--- src/rtl/uart_tx_pkg.sv ---
package uart_tx_pkg;
   typedef enum logic {
      SH_IDLE = 1'b0,
      SH_RUN  = 1'b1
   } sh_state_t;
endpackage

--- src/rtl/uart_tx_store.sv ---
// Character storage: a circular queue in queued mode, one slot in single mode.
module uart_tx_store #(
   parameter int DATA_W = 8,
   parameter int DEPTH  = 16
) (
   input  logic                      clk,
   input  logic                      rst_n,
   input  logic                      fifo_mode,
   input  logic                      flush,
   input  logic                      wr,
   input  logic [DATA_W-1:0]         wdata,
   input  logic                      pop,
   output logic [DATA_W-1:0]         rdata,
   output logic [$clog2(DEPTH+1)-1:0] count
);
   localparam int AW = $clog2(DEPTH);
   localparam int CW = $clog2(DEPTH+1);

   logic [DATA_W-1:0] mem [DEPTH];
   logic [AW-1:0]     rp, wp;
   logic              accept;

   assign accept = fifo_mode ? (wr && (count < CW'(DEPTH))) : wr;
   assign rdata  = mem[rp];

   always_ff @(posedge clk) begin
      if (accept && !flush) begin
         if (fifo_mode) mem[wp] <= wdata;
         else           mem[rp] <= wdata;
      end
   end

   always_ff @(posedge clk or negedge rst_n) begin
      if (!rst_n) begin
         rp    <= '0;
         wp    <= '0;
         count <= '0;
      end else if (flush) begin
         rp    <= '0;
         wp    <= '0;
         count <= '0;
      end else if (fifo_mode) begin
         if (accept) wp <= wp + 1'b1;
         if (pop)    rp <= rp + 1'b1;
         count <= count + CW'(accept) - CW'(pop);
      end else begin
         if (accept)   count <= CW'(1);
         else if (pop) count <= '0;
      end
   end

   assert_no_overflow_R3: assert property (@(posedge clk) disable iff (!rst_n)
      count <= CW'(DEPTH));
   assert_no_underflow_R3: assert property (@(posedge clk) disable iff (!rst_n)
      pop |-> count != '0);
   assert_full_drop_R3: assert property (@(posedge clk) disable iff (!rst_n)
      (fifo_mode && wr && !pop && !flush && count == CW'(DEPTH)) |=> count == CW'(DEPTH));
   assert_flush_empties_R8: assert property (@(posedge clk) disable iff (!rst_n)
      flush |=> count == '0);
   assert_single_slot_R4: assert property (@(posedge clk) disable iff (!rst_n)
      (!fifo_mode && !flush && wr) |=> count == CW'(1));
endmodule

--- src/rtl/uart_tx_shift.sv ---
// Serialiser: start bit, data least significant first, stop bit, OSR ticks per bit.
module uart_tx_shift
   import uart_tx_pkg::*;
#(
   parameter int DATA_W = 8,
   parameter int OSR    = 16
) (
   input  logic              clk,
   input  logic              rst_n,
   input  logic              tick,
   input  logic              load,
   input  logic [DATA_W-1:0] ldata,
   output logic              ready,
   output logic              txd
);
   localparam int FRAME = DATA_W + 2;
   localparam int BW    = $clog2(FRAME);
   localparam int TW    = $clog2(OSR);

   sh_state_t        state;
   logic [FRAME-1:0] shreg;
   logic [TW-1:0]    tcnt;
   logic [BW-1:0]    bcnt;

   assign ready = (state == SH_IDLE);
   assign txd   = (state == SH_RUN) ? shreg[0] : 1'b1;

   always_ff @(posedge clk or negedge rst_n) begin
      if (!rst_n) begin
         state <= SH_IDLE;
         shreg <= '1;
         tcnt  <= '0;
         bcnt  <= '0;
      end else if (load) begin
         state <= SH_RUN;
         shreg <= {1'b1, ldata, 1'b0};
         tcnt  <= '0;
         bcnt  <= '0;
      end else if (state == SH_RUN && tick) begin
         if (tcnt == TW'(OSR-1)) begin
            tcnt <= '0;
            if (bcnt == BW'(FRAME-1)) begin
               state <= SH_IDLE;
            end else begin
               shreg <= {1'b1, shreg[FRAME-1:1]};
               bcnt  <= bcnt + 1'b1;
            end
         end else begin
            tcnt <= tcnt + 1'b1;
         end
      end
   end

   assert_start_low_R2: assert property (@(posedge clk) disable iff (!rst_n)
      load |=> !txd);
   assert_idle_high_R2: assert property (@(posedge clk) disable iff (!rst_n)
      (state == SH_IDLE) |-> txd);
   assert_stop_high_R2: assert property (@(posedge clk) disable iff (!rst_n)
      (state == SH_RUN && bcnt == BW'(FRAME-1)) |-> txd);
   assert_load_only_idle_R10: assert property (@(posedge clk) disable iff (!rst_n)
      load |-> state == SH_IDLE);
endmodule

--- src/rtl/uart_tx_hold.sv ---
// Transmit holding path top: storage, serialiser, status flags.
module uart_tx_hold #(
   parameter int DATA_W = 8,
   parameter int DEPTH  = 16,
   parameter int OSR    = 16
) (
   input  logic              clk,
   input  logic              rst_n,
   input  logic              fifo_en,
   input  logic              wr_stb,
   input  logic [DATA_W-1:0] wr_data,
   input  logic              tx_clr,
   input  logic              baud_tick,
   input  logic              thre_ie,
   output logic              txd,
   output logic              thre,
   output logic              temt,
   output logic              thre_irq
);
   localparam int CW = $clog2(DEPTH+1);

   generate
      if (DEPTH < 2 || (DEPTH & (DEPTH-1)) != 0) begin : g_bad_depth
         $error("uart_tx_hold: DEPTH must be a power of two, at least 2");
      end
      if (OSR < 2 || (OSR & (OSR-1)) != 0) begin : g_bad_osr
         $error("uart_tx_hold: OSR must be a power of two, at least 2");
      end
      if (DATA_W < 5) begin : g_bad_width
         $error("uart_tx_hold: DATA_W must be at least 5");
      end
   endgenerate

   logic              fifo_q;
   logic              mode_flip;
   logic              flush;
   logic              pop;
   logic              sh_ready;
   logic              empty;
   logic [CW-1:0]     count;
   logic [DATA_W-1:0] head;

   always_ff @(posedge clk or negedge rst_n) begin
      if (!rst_n) fifo_q <= 1'b0;
      else        fifo_q <= fifo_en;
   end

   assign mode_flip = fifo_en ^ fifo_q;
   assign flush     = mode_flip | (tx_clr & fifo_en);
   assign empty     = (count == '0);
   assign pop       = sh_ready & ~empty & ~flush;

   uart_tx_store #(.DATA_W(DATA_W), .DEPTH(DEPTH)) u_store (
      .clk       (clk),
      .rst_n     (rst_n),
      .fifo_mode (fifo_en),
      .flush     (flush),
      .wr        (wr_stb),
      .wdata     (wr_data),
      .pop       (pop),
      .rdata     (head),
      .count     (count)
   );

   uart_tx_shift #(.DATA_W(DATA_W), .OSR(OSR)) u_shift (
      .clk   (clk),
      .rst_n (rst_n),
      .tick  (baud_tick),
      .load  (pop),
      .ldata (head),
      .ready (sh_ready),
      .txd   (txd)
   );

   assign thre     = empty;
   assign temt     = empty & sh_ready;
   assign thre_irq = thre & thre_ie;

   assert_temt_needs_thre_R6: assert property (@(posedge clk) disable iff (!rst_n)
      temt |-> thre);
   assert_mode_flip_empties_R9: assert property (@(posedge clk) disable iff (!rst_n)
      mode_flip |=> thre);
   assert_idle_takes_next_R10: assert property (@(posedge clk) disable iff (!rst_n)
      (sh_ready && !thre && !flush) |=> !sh_ready);
   assert_busy_line_not_empty_R6: assert property (@(posedge clk) disable iff (!rst_n)
      !txd |-> !temt);
endmodule

--- config.mk ---
export PLATFORM = sky130hd
export DESIGN_NAME = uart_tx_hold
export DESIGN_NICKNAME = d
export VERILOG_FILES = /design/src/rtl/uart_tx_pkg.sv /design/src/rtl/uart_tx_store.sv /design/src/rtl/uart_tx_shift.sv /design/src/rtl/uart_tx_hold.sv
export SDC_FILE = /design/constraint.sdc
export NUM_CORES = 1
export LEC_CHECK = 0
export BUFFER_PORTS_ARGS = -buffer_cell sky130_fd_sc_hd__buf_4
export CORE_AREA = 2 2 120 122
export CTS_BUF_LIST = sky130_fd_sc_hd__clkbuf_16
export DETAILED_ROUTE_END_ITERATION = 16
export DIE_AREA = 0 0 122 124
export GPL_ROUTABILITY_DRIVEN = 1
export HOLD_SLACK_MARGIN = 0.02
export PLACE_DENSITY_LB_ADDON = 0.3
export SLEW_MARGIN = 20
export SYNTH_ARGS = -nofsm -noshare
export SYNTH_HDL_FRONTEND = slang
export SYNTH_SLANG_ARGS = --single-unit
--- constraint.sdc ---
create_clock -name clk -period 3.35 [get_ports clk]
set_clock_uncertainty 0.15 [all_clocks]
set_input_delay 0.335 -clock clk [delete_from_list [all_inputs] [get_ports clk]]
set_output_delay 0.335 -clock clk [all_outputs]
set_load 0.01 [all_outputs]
==> reports/results.ini <==
[die]
row_count = 43
core_mm2 = 0.0137
dieArea_mm2 = 0.0151
ios = 19
die_x_um = 122
start_util_pct = 49.7
dieHeight_um = 124

[sta]
slew_headroom_pct = 43.2
finalCritPeriodShare_pct = 94.0
clock.fmax_mhz = 317
fin_hold_ws_ps = 62.9
tns_ps = 0
grt_setup_unrepaired = no
finalMaxSlewViolations = 0
setup_viol = 0
worstMarginPinSlew_ps = 849
hold_violations = 0
fin_ws_ps = 200
period_needed_ps = 3150

[placement]
post-place-ws_ps = 177
dpl_cell_area_mm2 = 0.00722
hpwl_um = 8300
io_buffers = 18
gp_congestion = 0.764

[setup_path]
startpoint = u_store.count[3]
path_class = reg2reg
rrSetupSlack_ps = 200
r2r_cells = 14
cp_max_fo = 5
end_kind = flip-flop
cp.arrival_ps = 3300
cp-endpoint = u_store.count[4]
startpoint_type = flip-flop
worst_ep_required_time_ps = 3500
rr_startpoint = u_store.count[3]
r2r-end = u_store.count[4]

[synthesis]
synth.yosys.warnings = 0
ys_dominant_reg_cell = edfxtp_1
yosysMostFrequentCell = edfxtp_1
synth_nets = 455
netlist_top_cells_area = edfxtp_1, mux4_2, dfrtp_1
seq_area_frac_synth_pct = 68.2
synth_cells = 428
synth_common_cells = edfxtp_1, nor2_1, mux4_2, nand2_1, dfrtp_1
synth_edf_count = 128
ys_types = 51
avgSynthCellArea_um2 = 15.9
syn_area_mm2 = 0.00682
synth_top_area_share_pct = 56.3
synth_seq_cells = 160
synthArstFlopShare_pct = 20.0
yosysTopAreaCell = edfxtp_1

[finish]
nets = 495
area_growth_pct = 14.5
finish.instance_area_mm2 = 0.00782
layout-drive-gt1-share_pct = 24.5
antenna_cells = 0

[grt]
grt_use_total_pct = 19.1
antenna_found_initial = 0
grt_pass1_wl_um = 21000
grt_pass1_vias = 3815
grt_max_degree = 37
grt-ovfl-total = 0

[clock_tree]
path_clk_slew_ps = 60
cts_buffer_depth = 2
cts.repair.resized = 0
cts_max_level = 4
cts-root-buf = clkbuf_16
clock-sinks = 160
insertion_delay_ps = 420
cts_buffers = 17
cts_tree = yes

[pwr]
peakVddDrop_uv = 435
cellLeakagePower_nw = 2.69
powerDensity_mw_per_mm2 = 576

[routing]
dr.pass1.iters = 5
drtIter0Drc = 338
wl_um = 12800
drt-wirelength-per-cell_um = 19.3
drc_errors = 0
vias = 3684
antenna_left = 0
via_per_inst = 5.57

[min_path]
hp-class = in2reg

[outcome]
outcome = completed

[job]
maxCapViolCount = 0

repair_timing:
action	4_1_cts	5_1_grt
buffers inserted	0	1
hold buffers	2	0
setup endpoints to repair	0	1
hold endpoints to repair	33	0
power breakdown:
| group | internal [W] | switching (W) |
|---|---|---|
| clock | 0.00109 | 0.000736 |
| combinational | 0.000153 | 0.000173 |
| sequential | 0.00228 | 0.0000773 |
| total | 0.00352 | 0.000986 |
area by class of cell:
class / instances / area (um^2)
Fill cell: 1047 / 5900
Sequential cell: 160 / 4660
Multi-Input combinational cell: 235 / 1990
Clock buffer: 17 / 425
Timing Repair Buffer: 43 / 328
Tap cell: 180 / 225
Clock inverter: 15 / 144
Inverter: 11 / 41.3
routing by layer:
metal  up-vias  track usage, %  part of all wire [%]
met3        13            5.59                   4.0
met4         0            6.61                   1.5
met5         -               0                     0
met1      1871            24.9                    44
li1       1727               -                     -
met2        73            31.0                    50
logic make-up after synthesis:
kind of cell    share of synthesized area [%]
mux                                      12.0
fa+ha+maj                                2.31
compound gates                           4.88
simple gates                             8.65
buf+inv                                  2.55
flops                                    68.2
xor+xnor                                 1.41
cells in the final DEF (no fill, tap or decap), types with 3 or more instances in the layout:
cell type  count
mux2i_1       13
xnor2_1        6
dfrtp_1       22
o21ai_0        6
clkbuf_16     17
and2_1         3
o211ai_1       3
nor3_1         6
a31oi_1       10
buf_4         41
o21ai_1        7
a21oi_1        7
clkinv_4       3
edfxtp_1     128
nand2b_1       4
dfstp_2        9
inv_1         12
ha_1          11
clkinv_1       3
o22ai_1        7
nand2_1       30
and3_1         5
mux4_2        30
nor2_1        40
nand4_1        3
nor3b_1        4
nand3_1       10
xor2_1         5
worst min path at each step:
stage	start	end	depth (start not counted)
after floorplan	rst_n	fifo_q	0
after global placement	rst_n	u_store.count[4]	1
after detailed placement	rst_n	u_store.count[4]	1
after CTS	baud_tick	u_shift.tcnt[1]	3
after global routing	baud_tick	u_shift.tcnt[1]	3
final	baud_tick	u_shift.tcnt[1]	3
flip-flops by register name, indices dropped and copies added, names as in the netlist:
| name | cells |
|---|---|
| u_shift.bcnt | 4 |
| u_shift.shreg | 9 |
| fifo_q | 1 |
| u_store.wp | 4 |
| u_shift.state | 1 |
| u_store.mem | 128 |
| u_store.rp | 4 |
| u_store.count | 5 |
| u_shift.tcnt | 4 |
per-stage QoR:
stage	power (W)	cells	utilization (%)
final	0.00450	661	57.0
after floorplan	0.00260	428	-
after global placement	0.00270	626	52.6
after global routing	0.00468	661	57.0
after CTS	0.00455	660	56.9
after detailed placement	0.00272	626	52.6
critical path, cell delays in order, from the launching register on:
cell	delay [ps]
dfrtp_1	400
inv_1	130
ha_1	170
nor4b_4	350
nor3_4	80
ha_1	280
inv_1	60
ha_1	160
inv_1	60
fa_1	370
nand2b_1	170
a21oi_1	160
nor2_1	90
xnor2_1	130
a221o_1	280
(Power assumes the default switching activity.)
